===== config.mk =====
export PLATFORM = sky130hd
export DESIGN_NAME = pixfmt_unit
export DESIGN_NICKNAME = d
export VERILOG_FILES = /design/src/rtl/pixfmt_pkg.sv /design/src/rtl/pixfmt_ctrl.sv /design/src/rtl/pixfmt_datapath.sv /design/src/rtl/pixfmt_unit.sv
export SDC_FILE = /design/constraint.sdc
export NUM_CORES = 1
export LEC_CHECK = 0
export CELL_PAD_IN_SITES_DETAIL_PLACEMENT = 0
export CELL_PAD_IN_SITES_GLOBAL_PLACEMENT = 2
export CORE_UTILIZATION = 35
export CTS_CLUSTER_SIZE = 28
export DETAILED_ROUTE_END_ITERATION = 12
export DONT_BUFFER_PORTS = 1
export PLACE_DENSITY_LB_ADDON = 0.12
export SYNTH_ARGS = -nofsm -noshare
export SYNTH_HDL_FRONTEND = slang
export SYNTH_SLANG_ARGS = --single-unit

===== constraint.sdc =====
create_clock -name clk -period 2.66 [get_ports clk]
set_clock_uncertainty 0.15 [all_clocks]
set_input_delay 0.532 -clock clk [delete_from_list [all_inputs] [get_ports clk]]
set_output_delay 0.532 -clock clk [all_outputs]
set_load 0.01 [all_outputs]

===== src/rtl/pixfmt_pkg.sv =====
package pixfmt_pkg;
  localparam int OP_W      = 3;
  localparam int SCALE_LSB = 3;
  localparam int SCALE16_W = 4;
  localparam int SCALE32_W = 5;
  localparam int STAT_W    = SCALE_LSB + SCALE32_W;
  localparam int WIDE_W    = 64;
  localparam int RSH16     = 7;
  localparam int RSH32     = 23;
  localparam int RSHFIX    = 16;

  typedef enum logic [OP_W-1:0] {
    OP_PACK16  = 3'd0,
    OP_PACK32  = 3'd1,
    OP_PACKFIX = 3'd2,
    OP_EXPAND  = 3'd3,
    OP_MERGE   = 3'd4
  } pixOp_e;

  typedef struct packed {
    logic   load;
    logic   illegal;
    logic   narrow;
    pixOp_e sel;
  } pixStrobe_t;

  function automatic logic [7:0] clampU8(input logic signed [WIDE_W-1:0] v);
    if (v < 0)        return 8'd0;
    else if (v > 255) return 8'd255;
    else              return v[7:0];
  endfunction

  function automatic logic [15:0] clampS16(input logic signed [WIDE_W-1:0] v);
    if (v < -32768)     return 16'h8000;
    else if (v > 32767) return 16'h7fff;
    else                return v[15:0];
  endfunction
endpackage


===== src/rtl/pixfmt_ctrl.sv =====
module pixfmt_ctrl
  import pixfmt_pkg::*;
(
  input  logic            inValid,
  input  logic [OP_W-1:0] opSel,
  output pixStrobe_t      strobe
);
  always_comb begin
    strobe.load    = inValid;
    strobe.illegal = 1'b0;
    strobe.narrow  = 1'b0;
    strobe.sel     = OP_PACK16;
    case (opSel)
      3'd0: begin strobe.sel = OP_PACK16;  strobe.narrow = 1'b1; end
      3'd1: strobe.sel = OP_PACK32;
      3'd2: begin strobe.sel = OP_PACKFIX; strobe.narrow = 1'b1; end
      3'd3: strobe.sel = OP_EXPAND;
      3'd4: strobe.sel = OP_MERGE;
      default: strobe.illegal = 1'b1;
    endcase
  end
endmodule


===== src/rtl/pixfmt_datapath.sv =====
module pixfmt_datapath
  import pixfmt_pkg::*;
#(
  parameter int DATA_W = 64
) (
  input  logic                        clk,
  input  logic                        rstN,
  input  pixStrobe_t                  strobe,
  input  logic [DATA_W-1:0]           srcA,
  input  logic [DATA_W-1:0]           srcB,
  input  logic [STAT_W-1:SCALE_LSB]   statusScale,
  output logic                        outValid,
  output logic [DATA_W-1:0]           result,
  output logic                        narrowOut,
  output logic                        illegalOp
);
  localparam int HALF_W = DATA_W / 2;
  localparam int N16    = DATA_W / 16;
  localparam int N32    = DATA_W / 32;
  localparam int NBYTE  = HALF_W / 8;

  logic [SCALE16_W-1:0] scale16;
  logic [SCALE32_W-1:0] scale32;
  assign scale16 = statusScale[SCALE_LSB+SCALE16_W-1:SCALE_LSB];
  assign scale32 = statusScale;

  logic [DATA_W-1:0] pack16Res, pack32Res, fixRes, expandRes, mergeRes;
  logic [N32-1:0][7:0] pack32Lane;

  assign pack16Res[DATA_W-1:HALF_W] = '0;
  assign fixRes[DATA_W-1:HALF_W]    = '0;

  for (genvar g = 0; g < N16; g++) begin : gLane16
    logic signed [WIDE_W-1:0] ext16, sh16;
    always_comb begin
      ext16 = {{(WIDE_W-16){srcB[16*g+15]}}, srcB[16*g +: 16]};
      sh16  = (ext16 <<< scale16) >>> RSH16;
    end
    assign pack16Res[8*g +: 8] = clampU8(sh16);
  end

  for (genvar g = 0; g < N32; g++) begin : gLane32
    logic signed [WIDE_W-1:0] ext32, scaled32, shPix, shFix;
    always_comb begin
      ext32    = {{(WIDE_W-32){srcB[32*g+31]}}, srcB[32*g +: 32]};
      scaled32 = ext32 <<< scale32;
      shPix    = scaled32 >>> RSH32;
      shFix    = scaled32 >>> RSHFIX;
    end
    assign pack32Lane[g]         = clampU8(shPix);
    assign fixRes[16*g +: 16]    = clampS16(shFix);
  end

  always_comb begin
    pack32Res = srcA << 8;
    for (int i = 0; i < N32; i++) begin
      pack32Res[32*i +: 8] = pack32Lane[i];
    end
  end

  for (genvar g = 0; g < NBYTE; g++) begin : gByte
    assign expandRes[16*g +: 16] = {4'b0000, srcB[8*g +: 8], 4'b0000};
    assign mergeRes[16*g +: 16]  = {srcA[8*g +: 8], srcB[8*g +: 8]};
  end

  logic [DATA_W-1:0] selRes;
  always_comb begin
    unique case (strobe.sel)
      OP_PACK16:  selRes = pack16Res;
      OP_PACK32:  selRes = pack32Res;
      OP_PACKFIX: selRes = fixRes;
      OP_EXPAND:  selRes = expandRes;
      OP_MERGE:   selRes = mergeRes;
      default:    selRes = '0;
    endcase
    if (strobe.illegal) selRes = '0;
  end

  always_ff @(posedge clk or negedge rstN) begin
    if (!rstN) begin
      outValid  <= 1'b0;
      result    <= '0;
      narrowOut <= 1'b0;
      illegalOp <= 1'b0;
    end else begin
      outValid <= strobe.load;
      if (strobe.load) begin
        result    <= selRes;
        narrowOut <= strobe.narrow;
        illegalOp <= strobe.illegal;
      end
    end
  end
endmodule


===== src/rtl/pixfmt_unit.sv =====
module pixfmt_unit
  import pixfmt_pkg::*;
#(
  parameter int DATA_W = 64
) (
  input  logic                      clk,
  input  logic                      rstN,
  input  logic                      inValid,
  input  logic [OP_W-1:0]           opSel,
  input  logic [DATA_W-1:0]         srcA,
  input  logic [DATA_W-1:0]         srcB,
  input  logic [STAT_W-1:SCALE_LSB] statusScale,
  output logic                      outValid,
  output logic [DATA_W-1:0]         result,
  output logic                      narrowOut,
  output logic                      illegalOp
);
  pixStrobe_t strobe;

  pixfmt_ctrl u_ctrl (
    .inValid (inValid),
    .opSel   (opSel),
    .strobe  (strobe)
  );

  pixfmt_datapath #(.DATA_W(DATA_W)) u_dp (
    .clk         (clk),
    .rstN        (rstN),
    .strobe      (strobe),
    .srcA        (srcA),
    .srcB        (srcB),
    .statusScale (statusScale),
    .outValid    (outValid),
    .result      (result),
    .narrowOut   (narrowOut),
    .illegalOp   (illegalOp)
  );
endmodule


# --- After elaboration in Yosys (flattened, before gate mapping) ---
# Index checks and enable logic that the tools add are counted.
# W data, S select, Z words.
totals:
  regBits: 67
  out_inout_bits: 67
  word_cells: 59
  in_bits: 139
classes:
  n_lt_le_gt_ge: 16
  reduce_logical: 4
  eq_ne: 8
  muxes: 21
  shifts: 6
ops:
  columns: ["cell", "n"]
  rows:
  - ["$pmux W64 S5", 1]
  - ["$sshl A16 B4 Y64", 4]
  - ["$gt A57 B9 Y1 const B", 4]
  - ["$lt A57 B1 Y1 const B", 4]
  - ["$sshl A32 B5 Y64", 2]
  - ["$gt A48 B16 Y1 const B", 2]
  - ["$lt A48 B16 Y1 const B", 2]
  - ["$mux W8", 12]
  - ["$gt A41 B9 Y1 const B", 2]
  - ["$lt A41 B1 Y1 const B", 2]
  - ["$mux W16", 4]
  - ["$mux W64", 1]
  - ["$eq A3 B2 Y1 const B", 4]
  - ["$pmux W3 S4", 1]
  - ["$eq A3 B1 Y1 const B", 2]
  - ["$eq A3 B3 Y1 const B", 2]
  - ["$logic_not A3 Y1", 2]
  - ["$reduce_or A5 Y1", 1]
  - ["$mux W1", 2]
  - ["$reduce_or A2 Y1", 1]

# --- Logic depth before layout (Yosys ltp) ---
logic_depth:
  ltp_word: 6
  ltp_mapped: 15
  ltp_nobuf: 8

# --- Cells and area by module ---
# From an unflattened synthesis, not the netlist that was laid out.
hier_totals:
  hier_cells: 1266
  hier_area_um2: 10126.0
modules_own_cells:
  columns: ["mod", "seq_area_each_um2", "area_each_um2", "instances", "cells_per_inst"]
  rows:
  - ["pixfmt_datapath", 1676.6, 10082.2, 1, 1260]
  - ["pixfmt_ctrl", 0.0, 43.8, 1, 6]

# --- Least setup slack after synthesis ---
# OpenSTA, ideal clock, no wires.
synth_timing:
  path_kind: "input-to-reg"
  from: "in statusScale[4] (netlist name)"
  to: "reg u_dp.result[18]"
  setup_slack_ns: -1.067
  setup_ns: 0.145
  path_buffers: 4
  path_stages: 12
  arrival_ns: 3.432
  required_ns: 2.365
  cell_sequence: "buf_6 > buf_6 > buf_4 > mux4_2 > a211oi_1 > a21oi_1 > a32oi_1 > or4b_1 > o41a_4 > buf_6 > a311oi_2 > o221ai_1"
synth_via:
  elab_chain_len: 6
  elab_cells_between_ends: 12
  cone_classes: "order compare (4); shift (2); mux (6)"
synth_lines:
  columns: ["element", "line_no", "text"]
  rows:
  - ["start, declared", "pixfmt_unit.sv:12", "input logic [STAT_W-1:SCALE_LSB] statusScale,"]
  - ["$sshl A32 B5 Y64 or $sshl A16 B4 Y64 (tied branches)", "pixfmt_datapath.sv:46, pixfmt_datapath.sv:37", null]
  - ["$gt A48 B16 Y1 or $gt A57 B9 Y1 (tied branches)", "pixfmt_pkg.sv:35, pixfmt_pkg.sv:29", null]
  - ["$mux W16 or $mux W8 (tied branches)", "pixfmt_pkg.sv:35, pixfmt_pkg.sv:29", null]
  - ["$mux W16 or $mux W8 (tied branches)", "pixfmt_pkg.sv:34, pixfmt_pkg.sv:28", null]
  - ["$pmux W64 S5 (*)", "pixfmt_datapath.sv:68", "unique case (strobe.sel)"]
  - ["$mux W64 (*)", "pixfmt_datapath.sv:76", "if (strobe.illegal) selRes = '0;"]
  - ["end signal, assigned", "pixfmt_datapath.sv:88", "result <= selRes;"]
  - ["end, declared", "pixfmt_datapath.sv:13", "output logic [DATA_W-1:0] result,"]
# Every way passes the cells marked *; elsewhere a longest branch is shown, timed or not.
# A chain may end at the register's enable or synchronous reset.

# --- Final worst setup path ---
layout_timing:
  from: "in statusScale[4] (netlist name)"
  to: "reg u_dp.result[25]"
# The elaborated chain is that of the path after synthesis.

==> results.py <==
metrics = {
    "power": {
        "powerDensity_nw_per_um2": 369.5,
        "peakVddDrop_mv": 0.2588,
        "p_leak_uw": 0.005551,
    },
    "sta": {
        "post-route-period-util_pct": 125.1,
        "setup_slack_ns": -0.6689,
        "tightest_slew_ns": 0.6943,
        "finalHoldViolCount": 0,
        "setup_viol": 40,
        "max_freq_mhz": 300.4,
        "post-route-min-period_ns": 3.329,
        "rsz0062_at_grt": "true",
        "drv_slew": 0,
        "slew-limit-headroom_pct": 53.22,
        "holdWs_ns": 0.06610,
    },
    "floorplanning": {
        "ios": 206,
        "die_h_um": 175.5,
        "coreArea_sq_um": 29640,
        "die-area_sq_um": 30790,
        "start_util_pct": 35.54,
        "die_w_um": 175.5,
        "num_rows": 63,
    },
    "critical_path": {
        "critPathMaxStageDelay_ns": 0.56,
        "cp.arrival_ns": 3.39,
        "rrSetupSlack_ns": 0.99,
        "r2r-end": "u_dp.result[5]",
        "cp_slowest_cell": "or4_4",
        "crit_path_end": "u_dp.result[25]",
        "crit_start": "statusScale[4]",
        "worst-setup-path-type": "in2reg",
        "path_cells": "mux4_2, mux2_4, mux4_2, or4_4, o41a_4, buf_12, and2b_1, o21ai_1",
        "end_kind": "flop",
        "cp.required_ns": 2.73,
        "cp_max_fo": 145,
        "r2r_start": "u_dp.result[5]",
        "crit_top_cell": "mux4_2",
        "worstRegToRegCells": 5,
        "crit_path_start_kind": "input port",
    },
    "synth": {
        "synth.largest_area_cell": "dfrtp_1",
        "synth_edf_count": 0,
        "syn-num-nets": 1419,
        "syn_inst": 1280,
        "synth_top_area_share_pct": 15.92,
        "ys_seq_elements": 67,
        "syn-cell-area_sq_um": 10530,
        "ys_top_cells_by_area": "dfrtp_1, mux4_2, mux2i_1",
        "synth-async-reset-ratio_pct": 100.0,
        "ys.flop_type": "dfrtp_1",
        "ys_seq_area_share_pct": 15.92,
        "yosys_warnings": 0,
        "synth_cell_type_count": 85,
        "synth.avg_cell_area_sq_um": 8.229,
    },
    "worst_hold_path": {
        "min_path_type": "in2reg",
        "worstHoldStart": "inValid",
    },
    "place": {
        "hpwlAfterDp_um": 40790,
        "gp_congestion": 0.9720,
        "port_buffers": 0,
        "dp.cells": 1815,
    },
    "drt": {
        "drt_wl_total_um": 53530,
        "vias": 12240,
        "wl_per_cell_um": 28.87,
        "drtPass1Iterations": 5,
        "viasPerCell": 6.602,
        "drt_iter0_markers": 1394,
        "drc": 0,
        "ant_nets": 0,
    },
    "cts": {
        "cts_buffer_depth": 2,
        "path_clk_slew_ns": 0.06,
        "cts_root_buf": "clkbuf_16",
        "cts_made_buffers": 9,
        "clkLatencyLatePin_ns": 0.34,
        "clock_sinks": 67,
        "cts_max_level": 3,
        "cts_tree": "yes",
    },
    "finish": {
        "most-common-layout-cells": "buf_4, nor2_1, nand2_1",
        "final_common_cell": "buf_4",
        "layout.nets": 1599,
        "utilization_pct": 46.36,
        "synthToLayoutAreaGrowth_pct": 30.46,
        "final_cells": 1854,
        "drive_gt1_share_pct": 35.38,
        "diodes": 0,
    },
    "global_route": {
        "first_global_vias": 11910,
        "grt_usage_pct": 34.35,
        "grt_max_degree": 146,
        "grt_pass1_wl_um": 78940,
        "overflow": 0,
        "antenna_found_initial": 0,
    },
    "run_status": {
        "status": "complete, but fails checks",
        "violations": "negative setup slack",
    },
    "job": {
        "max-cap-violations": 0,
    },
}
-- cells by family after synthesis --
logic type	after synthesis	synth area share [%]
XOR/XNOR	1	0.08317
buffers and inverters	151	6.581
AND/OR/NAND/NOR	413	18.63
multiplexers	205	27.73
flip-flops	67	15.92
AO/OA/AOI/OAI	443	31.06
-- state kept, by name, indices dropped and copies added (netlist names) --
register / cells
u_dp.illegalOp: 1
u_dp.outValid: 1
u_dp.result: 64
u_dp.narrowOut: 1
-- per-stage QoR --
stage          TNS, ns  setup slack (ns)  power (uW)  area [sq um]
2_1_floorplan   -30.88           -0.9808        2655         10810
3_3_place_gp    -35.94            -1.055        3467         12710
3_5_place_dp    -37.29            -1.059        3458         12710
4_1_cts         -17.32           -0.6063        5012         13580
5_1_grt         -22.04           -0.6962        5297         13740
6_report        -20.71           -0.6689        5078         13740
-- final cells by class --
cell class | instances | area (sq um)
Inverter | 22 | 98.84
Tap cell | 390 | 488.0
Sequential cell | 67 | 1677
Timing Repair Buffer | 297 | 2367
Clock inverter | 6 | 115.1
Clock buffer | 9 | 225.2
Multi-Input combinational cell | 1063 | 8770
Fill cell | 3006 | 15900
-- power by group --
group	leakage, uW	internal, uW	switching, uW
clock	0.000162	914	485
combinational	0.00450	1210	1240
sequential	0.000891	1100	120
total	0.00555	3230	1850
-- metal layers --
layer	part of all wire, %	GRT usage (%)	vias up
met1	44	49.57	6068
met5	0	0	-
li1	-	-	5440
met3	10	7.424	59
met4	2.4	8.841	0
met2	43	51.44	674
-- worst min-delay path by stage --
stage | to | slack (ns) | cells after the start
final | u_dp.outValid | 0.07 | 0
after global routing | u_dp.outValid | 0.05 | 0
after CTS | u_dp.outValid | 0.06 | 0
after detailed placement | u_dp.outValid | 0.09 | 0
after global placement | u_dp.outValid | 0.09 | 0
after floorplan | u_dp.illegalOp | 0.09 | 0
-- synthesized netlist by cell type (all sizes together), types with 6 or more instances --
library cell,n
a211o,10
a211oi,17
a21o,8
a21oi,71
a221o,13
a221oi,10
a222oi,10
a22o,9
a22oi,24
a311o,9
a311oi,6
a31oi,23
a32oi,8
and2,14
and3,10
buf,52
clkbuf,77
dfrtp,67
inv,20
mux2,46
mux2i,96
mux4,63
nand2,99
nand2b,9
nand3,28
nand4,9
nor2,132
nor2b,19
nor3,47
nor4,15
o2111ai,9
o211ai,18
o21a,9
o21ai,70
o221ai,17
o22ai,10
o2bb2ai,28
o31ai,12
o41ai,7
or2,6
or3,7
-- critical path: cells and delay by family --
kind,cells,cell delay [ns]
buffers and inverters,1,0.18
muxes,3,1.33
AOI/OAI and AO/OA,2,0.59
and+or+nand+nor,2,0.74
-- what timing repair did --
action,in CTS,in global routing
setup endpoints to repair,40,40
pin swaps,25,8
resized for setup,66,33
gates cloned,3,0
endpoints found under the hold margin,67,0
hold buffers,2,0
buffers inserted,17,3
(Power assumes the default switching activity.)
